$ cat config.mk
export PLATFORM = sky130hd
export DESIGN_NAME = ddr_init_seq
export DESIGN_NICKNAME = d
export VERILOG_FILES = /design/src/rtl/ddr_init_seq.sv
export SDC_FILE = /design/constraint.sdc
export NUM_CORES = 1
export LEC_CHECK = 0
export ABC_CLOCK_PERIOD_IN_PS = 8800
export CAP_MARGIN = 20
export CORE_ASPECT_RATIO = 0.9
export CORE_UTILIZATION = 50
export CTS_CLUSTER_DIAMETER = 50
export DETAILED_ROUTE_END_ITERATION = 6
export GPL_TIMING_DRIVEN = 0
export PLACE_DENSITY = 0.82
export SLEW_MARGIN = 20
export SYNTH_ARGS = -nofsm -noshare
export SYNTH_HDL_FRONTEND = slang
export SYNTH_SLANG_ARGS = --single-unit
$ cat constraint.sdc
create_clock -name clk -period 8.8 [get_ports clk]
set_input_delay 1.32 -clock clk [delete_from_list [all_inputs] [get_ports clk]]
set_output_delay 1.32 -clock clk [all_outputs]
set_load 0.02 [all_outputs]
$ cat src/rtl/ddr_init_seq.sv
module ddr_init_seq #(
  parameter int ADDR_W    = 32,
  parameter int END_W     = 8,
  parameter int MAX_RANKS = 4,
  parameter int RC_W      = 3,
  parameter int GRAN_LOG2 = 24,
  parameter int T_PWR     = 20000,
  parameter int T_MRS     = 100,
  parameter int T_REF     = 10000,
  parameter int T_STEP    = 4,
  parameter logic [2:0] BL_CODE = 3'b010,
  parameter logic BT_ILV  = 1'b1
) (
  input  logic                         clk,
  input  logic                         rst_n,
  input  logic                         start,
  input  logic [1:0]                   cas_sel,
  input  logic [RC_W-1:0]              rank_cnt,
  input  logic [MAX_RANKS*END_W-1:0]   rank_end,
  output logic [2:0]                   cmd,
  output logic                         acc_stb,
  output logic [ADDR_W-1:0]            acc_addr,
  output logic                         done
);
  localparam int T_A   = (T_PWR > T_REF) ? T_PWR : T_REF;
  localparam int T_B   = (T_MRS > T_STEP) ? T_MRS : T_STEP;
  localparam int T_MAX = (T_A > T_B) ? T_A : T_B;
  localparam int TW    = $clog2(T_MAX + 1);
  localparam int RW    = (MAX_RANKS > 1) ? $clog2(MAX_RANKS) : 1;
  localparam logic [3:0] LAST_STEP = 4'd14;

  typedef enum logic [2:0] {PH_IDLE, PH_PWR, PH_CKE, PH_RANK, PH_DONE} phase_t;

  phase_t            phase;
  logic [3:0]        step;
  logic [TW-1:0]     timer, step_end;
  logic [RW-1:0]     rank, last, last_d;
  logic [1:0]        cas_q;
  logic [ADDR_W-1:0] base, off;
  logic [2:0]        cl_code;
  logic              step_over;

  always_comb begin
    if (rank_cnt == '0)                   last_d = '0;
    else if (int'(rank_cnt) > MAX_RANKS)  last_d = RW'(MAX_RANKS - 1);
    else                                  last_d = RW'(rank_cnt - 1'b1);
  end

  always_comb begin
    case (cas_q)
      2'd0:    cl_code = 3'b010;
      2'd1:    cl_code = 3'b110;
      default: cl_code = 3'b011;
    endcase
  end

  always_comb begin
    step_end = TW'(T_STEP - 1);
    if (phase == PH_PWR || phase == PH_CKE) step_end = TW'(T_PWR - 1);
    else if (step == 4'd2 || step == 4'd3)   step_end = TW'(T_MRS - 1);
    else if (step >= 4'd5 && step <= 4'd12)  step_end = TW'(T_REF - 1);
    else if (step == LAST_STEP)              step_end = '0;
  end

  always_comb begin
    case (step)
      4'd0, 4'd1: off = ADDR_W'(32'h1F000);
      4'd2:       off = ADDR_W'(32'h2000);
      4'd3:       off = ADDR_W'(32'h800);
      4'd4:       off = ADDR_W'(32'h1F200);
      4'd13:      off = ADDR_W'({cl_code, BT_ILV, BL_CODE, 3'b000});
      default:    off = ADDR_W'(32'h1F300) + (ADDR_W'(step - 4'd5) << 8);
    endcase
  end

  always_comb begin
    case (phase)
      PH_IDLE: cmd = 3'd0;
      PH_PWR:  cmd = 3'd1;
      PH_CKE:  cmd = 3'd2;
      PH_DONE: cmd = 3'd7;
      default: begin
        case (step)
          4'd0:              cmd = 3'd3;
          4'd1, 4'd4:        cmd = 3'd4;
          4'd2, 4'd3, 4'd13: cmd = 3'd5;
          LAST_STEP:         cmd = 3'd7;
          default:           cmd = 3'd6;
        endcase
      end
    endcase
  end

  assign step_over = (timer == step_end);
  assign acc_stb   = (phase == PH_RANK) && (timer == '0) && (step != LAST_STEP);
  assign acc_addr  = base + off;
  assign done      = (phase == PH_DONE);

  always_ff @(posedge clk or negedge rst_n) begin
    if (!rst_n) begin
      phase <= PH_IDLE;
      step  <= '0;
      timer <= '0;
      rank  <= '0;
      last  <= '0;
      cas_q <= '0;
      base  <= '0;
    end else begin
      case (phase)
        PH_IDLE, PH_DONE: begin
          if (start) begin
            phase <= PH_PWR;
            step  <= '0;
            timer <= '0;
            rank  <= '0;
            base  <= '0;
            last  <= last_d;
            cas_q <= cas_sel;
          end
        end
        default: begin
          if (!step_over) begin
            timer <= timer + 1'b1;
          end else begin
            timer <= '0;
            if (phase == PH_PWR) begin
              phase <= PH_CKE;
            end else if (phase == PH_CKE) begin
              phase <= PH_RANK;
              step  <= '0;
            end else if (step != LAST_STEP) begin
              step <= step + 1'b1;
            end else if (rank == last) begin
              phase <= PH_DONE;
            end else begin
              step <= '0;
              rank <= rank + 1'b1;
              base <= ADDR_W'(rank_end[rank*END_W +: END_W]) << GRAN_LOG2;
            end
          end
        end
      endcase
    end
  end
endmodule


### Yosys cells after proc, flatten, opt, wreduce, memory -nomap -nowiden

Cells that the tools add are included.

* register bits: 60

* equal/unequal tests: 21
* $add $sub $neg: 7
* reductions and logical operators: 20
* shift operators: 1
* magnitude comparators: 3
* multiplexer cells: 41

Operators by type and width (number)
* 2-to-1 mux 32 bit: 7
* one-hot mux 32 bit (5 select lines): 1
* 2-to-1 mux 15 bit: 4
* adder 32 bit: 1
* indexed part select 32 x 6 -> 8 bit: 1
* 2-to-1 mux 14 bit: 2
* 2-to-1 mux 4 bit: 7
* one-hot mux 3 bit (4 select lines): 2
* 2-to-1 mux 3 bit: 7
* 2-to-1 mux 2 bit: 10
* adder 18 x 13 -> 19 bit, first input constant: 1
* adder 15 x 1 -> 15 bit, second input constant: 1
* == test 15 bit: 1
* logical NOT 15 bit: 1
* == test 4 x 2 -> 1 bit, second input constant: 2
* == test 4 bit, second input constant: 2
* inequality test 2 x 1 -> 1 bit, second input constant: 4
* AND reduction 4 bit: 2
* == test 3 x 2 -> 1 bit, second input constant: 2
* logical NOT 3 bit: 2
* one-hot mux 3 bit (2 select lines): 1
* AND reduction 6 bit: 1
* OR reduction 2 bit: 3
* subtractor 4 x 3 -> 5 bit, second input constant: 1
* 24 further kinds: 27

### Depth between registers and ports, before layout

Gate-level depths: netlist (run 1).

* depth after elaboration: 8
* mapped depth: 12

### Least setup slack after synthesis (run 1)

No wires, ideal clock.

* path type: register to output
* from: reg step[0]
* to: out acc_addr[13]
* required time: 7480 ps
* setup slack: 5253 ps
* cell stages (with the launch flop): 8
* arrival: 2227 ps
* cell sequence: dfrtp_1 -> clkbuf_1 -> inv_1 -> ha_1 -> or2_2 -> a21o_1 -> o21ai_0 -> a21o_1

* longest elaborated chain between the ends: 4

Ends and longest elaborated chain
* start: declaration: line 35 `logic [3:0] step;`
* start signal: assignment: line 132 `step <= step + 1'b1;`
* subtractor 4 x 3 -> 5 bit (tied with other cells): line 72 `default: off = ADDR_W'(32'h1F300) + (ADDR_W'(step - 4'd5) << 8);`
* adder 18 x 13 -> 19 bit / OR reduction 2 bit (equally long branches): line 72, 66
* one-hot mux 32 bit (5 select lines) *: line 66 `case (step)`
* adder 32 bit *: line 96 `assign acc_addr = base + off;`
* end: declaration: line 22 `output logic [ADDR_W-1:0] acc_addr,`

Every way passes the cells marked *; elsewhere a longest branch is shown, timed or not.

### Worst setup path after layout (run 1)

* from: reg step[0]
* to: out acc_addr[11]

The elaborated chain is that of the path after synthesis.

==> results of run 1 <==
[where the power goes]
part | switching [uW] | total (uW) | internal (uW)
Combinational | 12.1 | 35.0 | 22.9
Clock | 58.1 | 112 | 53.8
Sequential | 0 | 165 | 165
Total | 70.3 | 312 | 242
[flip-flops by register name, summed over array words and instances, names as in the netlist]
name   flops
step       4
last       2
cas_q      2
timer     15
phase      3
base       8
rank       2
[metrics by stage]
stage	setup WS (ns)	instances	cell area [sq um]	util, %
final	4.558	471	3735	69.42
after global routing	4.323	471	3735	69.42
after CTS	4.561	471	3735	69.42
after detailed placement	4.886	464	3657	67.98
after global placement	4.928	463	3635	67.56
after floorplan	5.253	331	2900	-
[kinds of logic (layout without fill, tap and decap cells)]
logic type	Yosys count	after routing	share of synthesized area (%)
muxes	23	23	12.02
and+or+nand+nor	137	137	26.14
DFF	36	36	31.47
other	1	11	0.1310
adders and majority gates	11	11	4.808
AOI/OAI and AO/OA	68	68	15.95
xor gates and xnor gates	8	8	2.448
buffers and inverters	37	110	7.037
[synthesized netlist by cell type (11+ instances only)]
| cell type | n | area [sq um] |
|---|---|---|
| mux2_2 | 11 | 123.9 |
| nand2_1 | 30 | 112.6 |
| ha_1 | 11 | 137.6 |
| buf_4 | 14 | 105.1 |
| and2_1 | 14 | 87.58 |
| o21ai_0 | 23 | 115.1 |
| a21o_1 | 11 | 82.58 |
| clkbuf_1 | 12 | 45.04 |
| nor2_1 | 23 | 86.33 |
| dfrtp_1 | 36 | 900.9 |
| and3_1 | 12 | 75.07 |
[worst paths after layout]
kind	start	end	slack (ns)	cells past startpoint
worst min register to register	cas_q[0]	cas_q[0]	0.52	1
worst max register to register	step[0]	base[25]	5.18	12
max in group asynchronous	rst_n	timer[4]	7.35	2
worst min-delay path	cas_q[0]	cas_q[0]	0.52	1
worst max-delay path	step[0]	acc_addr[11]	4.56	8
min in group asynchronous	rst_n	cas_q[1]	0.99	1
[routing by layer]
layer | track usage, % | part of all wire [%] | wire length, microns
met1 | 32.60 | 43 | 3085
met4 | 9.162 | 1.1 | 80
met3 | 6.087 | 5.9 | 421
met5 | 0 | 0 | 0
met2 | 40.96 | 50 | 3518
[area by class of cell]
cell class	count	area share, %
repair buffers	66	18.02
clock buffers	6	1.943
multi-input cells	258	48.14
plain buffers	29	4.590
flip-flops and latches	36	24.12
clock inverters	1	0.1340
inverters	8	0.8040
well taps	67	2.245
==> impl_metrics.toml, run 1 <==
[setup_path]
cpPeakStageDelay_ns = 0.62
crit_fanout = 6
path_class = "reg -> out"
worst_path_max_delay_cell = "clkdlybuf4s50_1"
crit_chain = "clkbuf_1 -> inv_1 -> ha_1 -> or2_2 -> a21oi_1 -> nand2_1 -> o21ai_0 -> clkdlybuf4s50_1"
critical_path_buf_inv_count = 3
critical_path_required_ns = 7.48
startpoint_type = "flip-flop"
crit_family = "buffers and inverters"
cp.arrival_ns = 2.92
end_kind = "output port"

[clock_tree]
numCtsBuffers = 5
htreeDepth = 2
cts_tree = "built"
clkSinkCount = 36
cts_setup_buffers = 0
ctsHoldBuffers = 0
clk_pin_slew_worst_paths_ns = 0.07
root_buffer = "clkbuf_8"
clk-insertion-delay-late_ns = 0.29
cts-resized-gates = 0
clock_path_buffers = 2

[sta]
setup_tns_ns = 0
hold_viol = 0
fin_skew_ns = 0.005330
slew_headroom_pct = 48.45
slew_violations = 0
rsz0062_at_grt = "no"
worst_hold_slack_ns = 0.5187
timing.final.crit_period_ns = 4.242
clock.fmax_ghz = 0.2357
worstMarginPinSlew_ns = 0.7703
fin_crit_sh_pct = 48.20
setup_viol = 0

[layout]
antenna_cells = 0
area_growth_syn_to_layout_pct = 30.46
final_common_cell = "clkdlybuf4s50_1"
num-nets-final = 455
seq_area_sq_um = 900.9
n_fill_cell = 452
final_cell_mix = "clkdlybuf4s50_1 (64), dfrtp_1 (36), nand2_1 (30)"
drive_gt1_share_pct = 12.87
multiInputGateArea_sq_mm = 0.001798

[global_route]
antenna_found_initial = 0
grt_pass1_wl_microns = 11390
grt_usage_pct = 25.26
grt_start_max_net_pins = 20
grt.overflow.total = 0
grt_pass1_vias = 2426

[routing]
vias = 2683
drt-total-wl_microns = 7106
ant_nets = 0
routed_via_density = 5.696
wl_per_cell_microns = 15.09
firstDrtPassIters = 4
first_iter_violations = 144
drcViolationCount = 0

[logic_synthesis]
synth_cell_types = 50
synth_edf_count = 0
yosys_most_used_dff = "dfrtp_1"
synthArstFlopShare_pct = 100.0
syn_inst = 321
syn_avg_cell_area_sq_um = 8.918
synth_warnings = 0
syn-cell-area_sq_mm = 0.002863
yosysSeqAreaShare_pct = 31.47
ys_seq_elements = 36

[placed_design]
routabilityCongestion = 0.8793
portBuffers = 65
hpwl_microns = 5449

[power]
total_power_uw = 312.3
power_leakage_uw = 0.001683
powerDensity_mw_per_mm2 = 83.63
vdd_drop_max_uv = 79.31

[flow_run]
drv_cap = 0

[worst_hold_path]
worstHoldPathType = "reg -> reg"

[floorplanning]
ios = 77
rows = 25
start_util_pct = 53.21
core_region_area_sq_mm = 0.005380
dieArea_sq_mm = 0.006033
die_w_microns = 81.76
fp.dieH_microns = 73.79

[outcome]
outcome = "completed"
(Power assumes the default switching activity.)
==> run 2: changes to the inputs <==
--- a/config.mk
+++ b/config.mk
@@ -5,14 +5,14 @@
 export SDC_FILE = /design/constraint.sdc
 export NUM_CORES = 1
 export LEC_CHECK = 0
-export ABC_CLOCK_PERIOD_IN_PS = 8800
+export ABC_CLOCK_PERIOD_IN_PS = 3600
 export CAP_MARGIN = 20
 export CORE_ASPECT_RATIO = 0.9
-export CORE_UTILIZATION = 50
+export CORE_UTILIZATION = 44
 export CTS_CLUSTER_DIAMETER = 50
 export DETAILED_ROUTE_END_ITERATION = 6
 export GPL_TIMING_DRIVEN = 0
-export PLACE_DENSITY = 0.82
+export PLACE_DENSITY = 0.77
 export SLEW_MARGIN = 20
 export SYNTH_ARGS = -nofsm -noshare
 export SYNTH_HDL_FRONTEND = slang
==> constraint.sdc (replaced) <==
create_clock -name clk -period 3.6 [get_ports clk]
set_input_delay 0.54 -clock clk [delete_from_list [all_inputs] [get_ports clk]]
set_output_delay 0.54 -clock clk [all_outputs]
set_load 0.02 [all_outputs]
==> run 2 against run 1 <==
Effect of this change: combinational power up 140%; sequential share of layout area down 0.34 points; flip-flop and latch count stayed put; worst hold slack lost 0.36 ns; die area rose by 13%; critical endpoint is now cmd[1]; largest cell class unchanged; largest power group unchanged.
==> impl_metrics.toml, run 2 (synthesized netlist as in run 1, its figures left out) <==
[floorplanning]
ios = 77
dieArea_sq_mm = 0.006833
core_region_area_sq_mm = 0.006216
rows = 27
fp.dieH_microns = 78.52
die_w_microns = 87.03
start_util_pct = 46.05

[routing]
drcViolationCount = 0
drt-total-wl_microns = 7238
vias = 2678
first_iter_violations = 129
routed_via_density = 5.432
wl_per_cell_microns = 14.68
ant_nets = 0
firstDrtPassIters = 4

[layout]
multiInputGateArea_sq_mm = 0.001798
top_regs = "timer (15), base (8), step (4)"
top_register = "timer"
num-nets-final = 456
final_common_cell = "clkdlybuf4s50_1"
n_fill_cell = 560
largest_reg_flops = 15
area_growth_syn_to_layout_pct = 32.34
instances_no_fill = 493
seq_area_sq_um = 900.9
final_cell_mix = "clkdlybuf4s50_1 (64), dfrtp_1 (36), nand2_1 (30)"
drive_gt1_share_pct = 13.79
antenna_cells = 0

[clock_tree]
clkSinkCount = 36
numCtsBuffers = 5
root_buffer = "clkbuf_8"
ctsHoldBuffers = 0
cts_tree = "built"
clk-insertion-delay-late_ns = 0.30
htreeDepth = 2
clock_path_buffers = 2
clk_pin_slew_worst_paths_ns = 0.07

[setup_path]
path_class = "reg -> out"
worst_path_max_delay_cell = "clkdlybuf4s50_1"
critical_path_required_ns = 3.06
startpoint_type = "flip-flop"
cp.arrival_ns = 2.83
timing.rr.start = "step[0]"
r2r_end = "timer[10]"
cp_num_cells = 8
cpPeakStageDelay_ns = 0.63
r2r_cells = 11
crit_fanout = 6
crit_chain = "clkbuf_2 -> inv_1 -> ha_1 -> or2_2 -> a21oi_1 -> nand2_1 -> a31oi_1 -> clkdlybuf4s50_1"
rrSetupSlack_ns = 0.30
critical_path_buf_inv_count = 3
crit_family = "buffers and inverters"
end_kind = "output port"

[global_route]
grt_usage_pct = 22.83
grt.overflow.total = 0
grt_pass1_wl_microns = 12030
grt_pass1_vias = 2516
grt_start_max_net_pins = 22
antenna_found_initial = 0

[sta]
slew_violations = 0
hold_viol = 0
slew_headroom_pct = 48.89
worstMarginPinSlew_ns = 0.7638
setup_tns_ns = 0
fin_skew_ns = 0.005282
timing.final.crit_period_ns = 3.375
clock.fmax_ghz = 0.2963
rsz0062_at_grt = "no"
setup_viol = 0
fin_crit_sh_pct = 93.75

[placed_design]
routabilityCongestion = 0.8364
dp_cells = 484
portBuffers = 65
hpwl_microns = 5596

[power]
powerDensity_mw_per_mm2 = 211.8
vdd_drop_max_uv = 160.9
power_leakage_uw = 0.001699

[worst_hold_path]
worstHoldPathType = "in -> async"

[outcome]
outcome = "completed"

[flow_run]
drv_cap = 0
==> run 2: cell count changes in the layout (fill, tap and decap cells not counted), sizes merged <==
cell / change
buf: +2
clkinv: -1
clkinvlp: +1
==> run 2: worst max path at each step <==
stage | slack, ns | start | end
after CTS | 0.10 | step[0] | cmd[1]
after global routing | 0.002 | step[0] | cmd[1]
after global placement | 0.12 | step[0] | base[31]
final | 0.23 | step[0] | cmd[1]
after detailed placement | 0.02 | step[0] | base[25]
after floorplan | 0.58 | step[0] | base[24]
==> run 2: where the power goes <==
group          total (uW)  internal, uW  switching (uW)
clock network         313           156             158
logic                85.0          55.8            29.2
registers             404           404               0
total                 803           615             187
==> run 2: cell type report <==
cell class / instances / area share [%]
buffer: 28 / 4.458
clock buffer: 7 / 2.279
clock inverter: 1 / 0.1982
inverter: 8 / 0.7926
multi-input combinational: 258 / 47.46
sequential: 36 / 23.78
tap: 87 / 2.873
timing repair buffer: 68 / 18.16
==> run 2: worst reg2reg max path, cell delays in order, from the launching register on <==
cell and delay (ns):
dfrtp_1 0.41, clkbuf_2 0.18, inv_1 0.13, ha_1 0.28, and3_1 0.37, o211ai_1 0.18, mux2i_1 0.16, or4_4 0.53
o31ai_4 0.37, buf_2 0.29, o21ai_0 0.11, a21o_1 0.19
==> run 2: what timing repair did <==
item	in CTS	in global routing
endpoints found under the setup margin	1	23
resized for setup	0	2
endpoints found under the hold margin	0	0
cloned	0	0
pin swaps	1	0
buffers inserted	2	0
==> run 2: layer usage <==
metal  GRT usage [%]  vias to the layer above  routed length [microns]
li1                -                     1305                        -
met3           3.260                       14                      306
met4           8.000                        0                      121
met5               0                        -                        0
met2           37.95                       85                     3679
met1           30.20                     1274                     3131
==> run 2: through the flow <==
| stage | util (%) | setup slack (ns) | hold slack, ns | total power, uW | area (sq um) |
|---|---|---|---|---|---|
| finish | 60.95 | 0.2250 | 0.1613 | 802.5 | 3789 |
| global route | 60.95 | 0.001791 | 0.1861 | 836.2 | 3789 |
| CTS | 60.99 | 0.1011 | 0.1729 | 808.0 | 3791 |
| detailed placement | 59.24 | 0.01967 | 0.4992 | 497.5 | 3682 |
| global placement | 58.88 | 0.1152 | 0.5002 | 493.0 | 3660 |
| floorplan | - | 0.5845 | 0.2444 | 442.7 | 2900 |
